**src/rtl/pci_apg_pkg.sv**
```systemverilog
package pci_apg_pkg;
   localparam int AD_W   = 32;
   localparam int ADDR_W = 2 * AD_W;
   localparam int CMD_W  = 4;

   localparam logic [CMD_W-1:0] CMD_DUAL = 4'b1101;

   typedef enum logic [2:0] {
      ST_IDLE  = 3'd0,
      ST_ADDR1 = 3'd1,
      ST_ADDR2 = 3'd2,
      ST_DATA  = 3'd3,
      ST_DONE  = 3'd4
   } apg_state_e;

   function automatic logic cmd_is_memory(input logic [CMD_W-1:0] c);
      case (c)
         4'b0110, 4'b0111, 4'b1100, 4'b1110, 4'b1111: cmd_is_memory = 1'b1;
         default:                                     cmd_is_memory = 1'b0;
      endcase
   endfunction
endpackage

```
**src/rtl/apg_cmd_class.sv**
```systemverilog
module apg_cmd_class
   import pci_apg_pkg::*;
#(
   parameter bit ALLOW_DAC = 1'b1
) (
   input  logic [CMD_W-1:0] cmd,
   input  logic             hi_nz,
   output logic             use_dac,
   output logic             reject
);
   generate
      if (ALLOW_DAC) begin : g_dac
         logic is_mem;
         assign is_mem  = cmd_is_memory(cmd);
         assign use_dac = is_mem & hi_nz;
         assign reject  = ~is_mem & hi_nz;
      end else begin : g_sac_only
         assign use_dac = 1'b0;
         assign reject  = hi_nz & (cmd != CMD_DUAL | cmd == CMD_DUAL);
      end
   endgenerate
endmodule

```
**src/rtl/apg_beat_counter.sv**
```systemverilog
module apg_beat_counter #(
   parameter int LEN_W = 4
) (
   input  logic             clk,
   input  logic             rst_n,
   input  logic             load,
   input  logic [LEN_W-1:0] load_val,
   input  logic             step,
   output logic             last
);
   logic [LEN_W-1:0] remain;

   always_ff @(posedge clk) begin
      if (!rst_n)                     remain <= '0;
      else if (load)                  remain <= load_val;
      else if (step && remain != '0)  remain <= remain - 1'b1;
   end

   assign last = (remain == '0);
endmodule

```
**src/rtl/pci_addr_phase_gen.sv**
```systemverilog
module pci_addr_phase_gen
   import pci_apg_pkg::*;
#(
   parameter int LEN_W     = 4,
   parameter bit ALLOW_DAC = 1'b1
) (
   input  logic              clk,
   input  logic              rst_n,
   input  logic              req_valid,
   output logic              req_ready,
   input  logic [63:0]       req_addr,
   input  logic [3:0]        req_cmd,
   input  logic [LEN_W-1:0]  req_len,
   input  logic              req_hi_nz,
   input  logic              trdy_n,
   output logic              frame_n,
   output logic              irdy_n,
   output logic              ad_oe,
   output logic [31:0]       ad_out,
   output logic [3:0]        cbe_n,
   output logic              done_valid,
   input  logic              done_ready,
   output logic              done_err
);
   generate
      if (LEN_W < 1 || LEN_W > 16) begin : g_bad_len
         $error("pci_addr_phase_gen: LEN_W must lie in 1..16");
      end
      if (ADDR_W != 64 || AD_W != 32) begin : g_bad_bus
         $error("pci_addr_phase_gen: bus widths must be 32/64");
      end
   endgenerate

   apg_state_e        state, state_nx;
   logic [ADDR_W-1:0] lat_addr;
   logic [CMD_W-1:0]  lat_cmd;
   logic              lat_dac;
   logic              lat_err;
   logic              accept;
   logic              cls_dac;
   logic              cls_rej;
   logic              last_phase;
   logic              phase_done;

   apg_cmd_class #(.ALLOW_DAC(ALLOW_DAC)) u_class (
      .cmd     (req_cmd),
      .hi_nz   (req_hi_nz),
      .use_dac (cls_dac),
      .reject  (cls_rej)
   );

   assign req_ready  = (state == ST_IDLE);
   assign accept     = req_valid & req_ready;
   assign phase_done = (state == ST_DATA) & ~trdy_n;

   apg_beat_counter #(.LEN_W(LEN_W)) u_count (
      .clk      (clk),
      .rst_n    (rst_n),
      .load     (accept),
      .load_val (req_len),
      .step     (phase_done),
      .last     (last_phase)
   );

   always_ff @(posedge clk) begin
      if (!rst_n) begin
         lat_addr <= '0;
         lat_cmd  <= '0;
         lat_dac  <= 1'b0;
         lat_err  <= 1'b0;
      end else if (accept) begin
         lat_addr <= req_addr;
         lat_cmd  <= req_cmd;
         lat_dac  <= cls_dac;
         lat_err  <= cls_rej;
      end
   end

   always_comb begin
      state_nx = state;
      case (state)
         ST_IDLE:  if (accept) state_nx = cls_rej ? ST_DONE : ST_ADDR1;
         ST_ADDR1: state_nx = lat_dac ? ST_ADDR2 : ST_DATA;
         ST_ADDR2: state_nx = ST_DATA;
         ST_DATA:  if (phase_done && last_phase) state_nx = ST_DONE;
         ST_DONE:  if (done_ready) state_nx = ST_IDLE;
         default:  state_nx = ST_IDLE;
      endcase
   end

   always_ff @(posedge clk) begin
      if (!rst_n) state <= ST_IDLE;
      else        state <= state_nx;
   end

   always_comb begin
      frame_n = 1'b1;
      irdy_n  = 1'b1;
      ad_oe   = 1'b0;
      ad_out  = '0;
      cbe_n   = 4'hF;
      case (state)
         ST_ADDR1: begin
            frame_n = 1'b0;
            ad_oe   = 1'b1;
            ad_out  = lat_addr[AD_W-1:0];
            cbe_n   = lat_dac ? CMD_DUAL : lat_cmd;
         end
         ST_ADDR2: begin
            frame_n = 1'b0;
            ad_oe   = 1'b1;
            ad_out  = lat_addr[ADDR_W-1:AD_W];
            cbe_n   = lat_cmd;
         end
         ST_DATA: begin
            frame_n = last_phase;
            irdy_n  = 1'b0;
            cbe_n   = 4'b0000;
         end
         default: ;
      endcase
   end

   assign done_valid = (state == ST_DONE);
   assign done_err   = lat_err;
endmodule

```
**config.mk**
```make
export PLATFORM = sky130hd
export DESIGN_NAME = pci_addr_phase_gen
export DESIGN_NICKNAME = d
export VERILOG_FILES = /design/src/rtl/pci_apg_pkg.sv /design/src/rtl/apg_cmd_class.sv /design/src/rtl/apg_beat_counter.sv /design/src/rtl/pci_addr_phase_gen.sv
export SDC_FILE = /design/constraint.sdc
export NUM_CORES = 1
export LEC_CHECK = 0
export ABC_CLOCK_PERIOD_IN_PS = 4900
export BUFFER_PORTS_ARGS = -buffer_cell sky130_fd_sc_hd__buf_2
export CORE_MARGIN = 2
export CORE_UTILIZATION = 53
export DETAILED_ROUTE_END_ITERATION = 6
export GPL_ROUTABILITY_DRIVEN = 1
export PLACE_DENSITY = 0.91
export SYNTH_ARGS = -nofsm -noshare
export SYNTH_HDL_FRONTEND = slang
export SYNTH_SLANG_ARGS = --single-unit
```
**constraint.sdc**
```tcl
create_clock -name clk -period 4.9 [get_ports clk]
set_input_delay 0.735 -clock clk [delete_from_list [all_inputs] [get_ports clk]]
set_output_delay 0.735 -clock clk [all_outputs]
set_load 0.01 [all_outputs]
```
==> results.json, run 1 <==
{
  "stdcell_count": 598,
  "multiInputGateArea_sq_mm": 0.001714,
  "synth_edf_count": 0,
  "finalSetupViolations": 0,
  "syn_nets": 493,
  "cap_violations": 0,
  "ys_async_sr_fraction_pct": 0,
  "drive_gt1_share_pct": 28.21,
  "cts_tree": "built",
  "fin_nets": 595,
  "grt_pass1_wl_microns": 13280,
  "antenna_found_initial": 0,
  "post-route-period-util_pct": 56.31,
  "critPathMaxStageDelay_ns": 0.67,
  "cts_buffer_depth": 2,
  "worstHoldPathType": "reg2reg",
  "critPathLaunchType": "flop",
  "slowest_stage": "dfxtp_1",
  "numPortBuffers": 119,
  "netlist_instances": 414,
  "final_max_slew_viol_count": 0,
  "cts.sink_count": 77,
  "dp_hpwl_microns": 5331,
  "grt_pass1_vias": 3029,
  "finClkSkew_ns": 0.007341,
  "grt_max_degree": 80,
  "vias": 3170,
  "criticalPathCategory": "reg2out",
  "placed_cells": 582,
  "grtUsageTotal_pct": 22.90,
  "drtIter0Drc": 169,
  "min_period_ns": 2.759,
  "start_util_pct": 54.40,
  "relSlewSlack_pct": 25.01,
  "dr.pass1.iters": 4,
  "gp_congestion": 0.8101,
  "cts.clk_slew.worst_paths_ns": 0.07,
  "status": "finished clean",
  "grt_overflow": 0,
  "die_w_microns": 84.27,
  "worstPathRequired_ns": 4.16,
  "insertion_delay_ns": 0.33,
  "critPathCaptureType": "primary output",
  "rsz0062_at_grt": "no",
  "avgSynthCellArea_sq_um": 8.248,
  "p_leak_nw": 1.848,
  "post_cts_resized": 0,
  "cts_buffers": 9,
  "cts-root-buf": "clkbuf_8",
  "crit_chain": "nor3b_2 > buf_4 > a22o_1 > buf_2",
  "setup_tns_ns": 0,
  "die_h_microns": 84.27,
  "placed_area_sq_mm": 0.004008,
  "worstPathMaxFanout": 33,
  "final_antenna_net_count": 0,
  "yosysWarnings": 0,
  "synth_ff_type": "dfxtp_1",
  "antenna_cells": 0,
  "avgRoutedWirePerCell_microns": 13.34,
  "irDropWorstVdd_v": 0.0002250,
  "post_cts_buffers": 0,
  "routed_wl_microns": 7978,
  "fp.dieArea_sq_mm": 0.007101,
  "final_cell_area_sq_mm": 0.004223,
  "cp.arrival_ns": 2.02,
  "viasPerCell": 5.301,
  "fmax_mhz": 362.4,
  "core-area_sq_mm": 0.006277,
  "synth-seq-area-share_pct": 45.14,
  "ios": 120,
  "power.density_mw_per_mm2": 371.3,
  "tightestPinTransition_ns": 1.125,
  "final_hold_viol_count": 0,
  "holdBufCountCts": 0,
  "netlist_area_sq_mm": 0.003415,
  "synthToLayoutAreaGrowth_pct": 23.67,
  "h-tree-depth": 3,
  "yosys_register_bits": 77,
  "drc": 0,
  "fill_cells": 516,
  "power_mw": 1.568,
  "synth.distinct_cells": 39,
  "seqCellArea_sq_mm": 0.001541,
  "rows": 29
}
[report_power, final]
group / internal, mW / switching (mW)
Combinational: 0.134 / 0.193
Clock: 0.287 / 0.223
Sequential: 0.686 / 0.0442
[flip-flops by register name (all words and copies together), names as in the netlist]
signal and count:
u_count.remain 4, lat_cmd 4, lat_dac 1, lat_addr 64
done_err 1, state 3
[cell usage after synthesis (all sizes together), types with 2 or more instances]
| cell | count | share of area, % |
|---|---|---|
| clkbuf | 24 | 2.6 |
| a21oi | 4 | 0.59 |
| or4b | 2 | 0.59 |
| o21ai | 8 | 1.2 |
| a22o | 32 | 8.2 |
| nor2 | 5 | 0.55 |
| nand3 | 3 | 0.44 |
| buf | 9 | 1.7 |
| nand4 | 2 | 0.37 |
| inv | 6 | 0.66 |
| a21boi | 70 | 15 |
| nor3b | 2 | 0.59 |
| nor3 | 2 | 0.29 |
| nand2b | 2 | 0.37 |
| nand2 | 147 | 16 |
| dfxtp | 77 | 45 |
[worst paths after layout]
kind | slack, ns | cells after the start | end | startpoint
worst max-delay path | 2.14 | 4 | ad_out[13] | state[0]
worst min-delay path | 0.45 | 2 | lat_addr[56] | lat_addr[56]
worst max register to register | 2.59 | 4 | lat_addr[30] | state[2]
worst min register to register | 0.45 | 2 | lat_addr[56] | lat_addr[56]
[layout make-up]
class                      instances  share of cell area, %
clock buffer                      10                  3.022
clock inverter                     6                  2.074
inverter                           6                 0.5333
multi-input combinational        298                  40.59
sequential                        77                  36.50
tap                               77                  2.281
timing repair buffer             124                  14.99
[layout by cell type, fill, tap and decap left out, drive strengths merged]
cell type / Yosys / final
a22o: 32 / 32
and3b: 1 / 1
nand4: 2 / 2
inv: 6 / 6
o21ai: 8 / 8
a21bo: 1 / 1
a21oi: 4 / 4
xor2: 1 / 1
nand3b: 1 / 1
clkinv: 0 / 4
clkbuf: 24 / 10
xnor2: 1 / 1
nor2b: 1 / 1
nand2: 147 / 147
and2: 1 / 1
or4b: 2 / 2
o41ai: 1 / 1
nand4b: 1 / 1
a21boi: 70 / 70
or3b: 1 / 1
nand2b: 2 / 2
buf: 9 / 124
a31oi: 1 / 1
or2: 1 / 1
bufinv: 0 / 2
nor3b: 2 / 2
o2111ai: 1 / 1
nor3: 2 / 2
ha: 1 / 1
dfxtp: 77 / 77
nor4b: 1 / 1
o22ai: 1 / 1
nand3: 3 / 3
a222oi: 1 / 1
nor2: 5 / 5
a21o: 1 / 1
and4bb: 1 / 1
[critical path, delay by kind of cell, from the launching register on]
kind / cells / cell delay [ns]
flip-flops: 1 / 0.67
buffers and inverters: 2 / 0.52
AND/OR/NAND/NOR: 1 / 0.25
AO/OA/AOI/OAI: 1 / 0.24
[cell families (layout without fill, tap and decap cells)]
| kind of cell | Yosys count | count (layout) | synth area share (%) |
|---|---|---|---|
| simple gates | 174 | 174 | 21.95 |
| compound gates | 121 | 121 | 27.04 |
| xor+xnor | 2 | 2 | 0.5131 |
| flops | 77 | 77 | 45.14 |
| buf+inv | 39 | 146 | 4.983 |
| fa+ha+maj | 1 | 1 | 0.3664 |
[layer usage]
layer	part of all wire, %	track usage, %	vias up
li1	-	-	1606
met5	0	0	-
met4	1.7	9.091	0
met2	50	39.75	104
met1	41	27.14	1449
met3	7.0	5.703	11
[stage by stage]
stage                     setup WS (ns)  hold WS (ns)  util, %
after floorplan                   2.806        0.4319        -
after global placement            2.390        0.4411    63.84
after detailed placement          2.353        0.4461    63.84
after CTS                         2.132        0.4568    67.27
after global routing              2.006        0.4791    67.27
final                             2.141        0.4545    67.27
No activity file was read; power rests on OpenSTA's default activity.
==> run 2, diff against run 1 <==
--- a/config.mk
+++ b/config.mk
@@ -5,13 +5,13 @@
 export SDC_FILE = /design/constraint.sdc
 export NUM_CORES = 1
 export LEC_CHECK = 0
-export ABC_CLOCK_PERIOD_IN_PS = 4900
+export ABC_CLOCK_PERIOD_IN_PS = 2200
 export BUFFER_PORTS_ARGS = -buffer_cell sky130_fd_sc_hd__buf_2
 export CORE_MARGIN = 2
-export CORE_UTILIZATION = 53
+export CORE_UTILIZATION = 45
 export DETAILED_ROUTE_END_ITERATION = 6
 export GPL_ROUTABILITY_DRIVEN = 1
-export PLACE_DENSITY = 0.91
+export PLACE_DENSITY = 0.83
 export SYNTH_ARGS = -nofsm -noshare
 export SYNTH_HDL_FRONTEND = slang
 export SYNTH_SLANG_ARGS = --single-unit
==> constraint.sdc (replaced) <==
create_clock -name clk -period 2.2 [get_ports clk]
set_input_delay 0.33 -clock clk [delete_from_list [all_inputs] [get_ports clk]]
set_output_delay 0.33 -clock clk [all_outputs]
set_load 0.01 [all_outputs]
==> run 2 against run 1 <==
Effect of this change: clock skew hardly changed; sequential power increased by 120%; setup slack lost 2.1 ns; global-route usage down 3.1 points; sequential share of layout area shrank 0.91 points; worst hold slack lost 0.23 ns; first-iteration DRC count fell by 25%; largest cell class unchanged; wire length up 2.4%.
==> results.json, run 2 (synthesis gave the netlist of run 1 again) <==
{
  "cp_top_family": "simple AND/OR/NAND/NOR gates",
  "synthToLayoutAreaGrowth_pct": 26.93,
  "reg2reg_slack_ns": 0.40,
  "drc": 0,
  "final_common_cell": "nand2_1",
  "gp_congestion": 0.8498,
  "power_mw": 3.652,
  "status": "finished clean",
  "grt_pass1_wl_microns": 13570,
  "post-route-period-util_pct": 96.63,
  "ios": 120,
  "grtUsageTotal_pct": 19.84,
  "dp_hpwl_microns": 5697,
  "final_max_slew_viol_count": 0,
  "largest_register_ffs": 64,
  "numPortBuffers": 119,
  "insertion_delay_ns": 0.34,
  "fin_nets": 600,
  "cp.arrival_ns": 1.80,
  "start_util_pct": 46.83,
  "final_hold_viol_count": 0,
  "vias": 3176,
  "power.density_mw_per_mm2": 842.6,
  "dr.pass1.iters": 4,
  "stdcell_count": 623,
  "holdBufCountCts": 0,
  "cp_num_buf_inv": 2,
  "critPathCaptureType": "primary output",
  "drtIter0Drc": 126,
  "critPathLaunchType": "flop",
  "irDropWorstVdd_v": 0.0004398,
  "criticalPathCategory": "reg2out",
  "viasPerCell": 5.098,
  "avgRoutedWirePerCell_microns": 13.11,
  "critPathMaxStageDelay_ns": 0.52,
  "grt_overflow": 0,
  "holdWs_ns": 0.2232,
  "cts_buffer_depth": 2,
  "die_h_microns": 91.11,
  "post_cts_resized": 0,
  "grt_max_degree": 78,
  "fmax_mhz": 470.4,
  "worstPathRequired_ns": 1.87,
  "crit_chain": "inv_1 > ha_1 > or3b_2 > o21ai_0 > buf_2",
  "finalSetupViolations": 0,
  "placed_cells": 609,
  "final_cell_mix": "nand2_1 (147), buf_2 (119), dfxtp_1 (76)",
  "worstPathMaxFanout": 5,
  "slowest_stage": "or3b_2",
  "die_w_microns": 91.11,
  "rows": 31,
  "p_leak_nw": 1.887,
  "setup_tns_ns": 0,
  "routed_wl_microns": 8170,
  "final_antenna_net_count": 0,
  "min_period_ns": 2.126,
  "cap_violations": 0,
  "finClkSkew_ns": 0.007798,
  "cts.sink_count": 77,
  "cts_buffers": 9,
  "grt_pass1_vias": 3098,
  "tightestPinTransition_ns": 0.4748,
  "antenna_cells": 0,
  "cts-root-buf": "clkbuf_8",
  "cts_tree": "built",
  "reg.largest.list": "lat_addr x64, lat_cmd x4, u_count.remain x4",
  "cts.clk_slew.worst_paths_ns": 0.08,
  "rsz0062_at_grt": "no",
  "core-area_sq_mm": 0.007292,
  "worstHoldPathType": "in2reg",
  "post_cts_buffers": 0,
  "antenna_found_initial": 0,
  "fp.dieArea_sq_mm": 0.008301,
  "largest_register": "lat_addr",
  "h-tree-depth": 3,
  "relSlewSlack_pct": 68.34,
  "drive_gt1_share_pct": 29.01
}
## run 2: cell types whose count changed in the layout (fill, tap and decap cells not counted), sizes merged
cell / previous run / this run
buf: 124 / 129
clkinv: 4 / 0
clkinvlp: 0 / 1
bufinv: 2 / 3
## run 2: area by class of cell
cell class	instances	area, sq um
multi-input combinational	298	1714
tap	99	123.9
clock inverter	4	97.59
fill	680	2958
clock buffer	10	137.6
sequential	77	1543
timing repair buffer	129	695.7
inverter	6	22.52
## run 2: worst paths after layout
path | from | endpoint | depth (start not counted)
setup reg to reg | u_count.remain[0] | state[0] | 6
setup / recovery | u_count.remain[0] | frame_n | 5
hold reg to reg | lat_addr[59] | lat_addr[59] | 2
hold / removal | req_addr[9] | lat_addr[9] | 3
## run 2: per-layer routing
layer / wire length (microns) / global-route usage, % / up-vias
met4: 122 / 6.313 / 0
met1: 3587 / 23.50 / 1458
met5: 0 / 0 / -
met2: 4009 / 34.57 / 91
li1: - / - / 1613
met3: 450 / 5.643 / 14
## run 2: report_power, final
part	internal, mW	total, mW	switching, mW
clock	0.772	1.26	0.484
combinational	0.328	0.784	0.456
sequential	1.53	1.61	0.0817
## run 2: stage by stage
step / worst slack, ns / util, % / area (sq um)
2_1_floorplan: 0.5114 / - / 3415
3_3_place_gp: 0.4806 / 56.19 / 4098
3_5_place_dp: 0.4402 / 56.19 / 4098
4_1_cts: 0.06763 / 59.42 / 4333
5_1_grt: 0.006986 / 59.44 / 4334
6_report: 0.07422 / 59.44 / 4334
## run 2: worst register-to-register path, delay by kind of cell, from the launching register on
kind | cells | cell delay, ns
compound gates | 1 | 0.11
fa+ha+maj | 1 | 0.20
buf+inv | 1 | 0.09
flops | 1 | 0.32
simple gates | 3 | 0.98
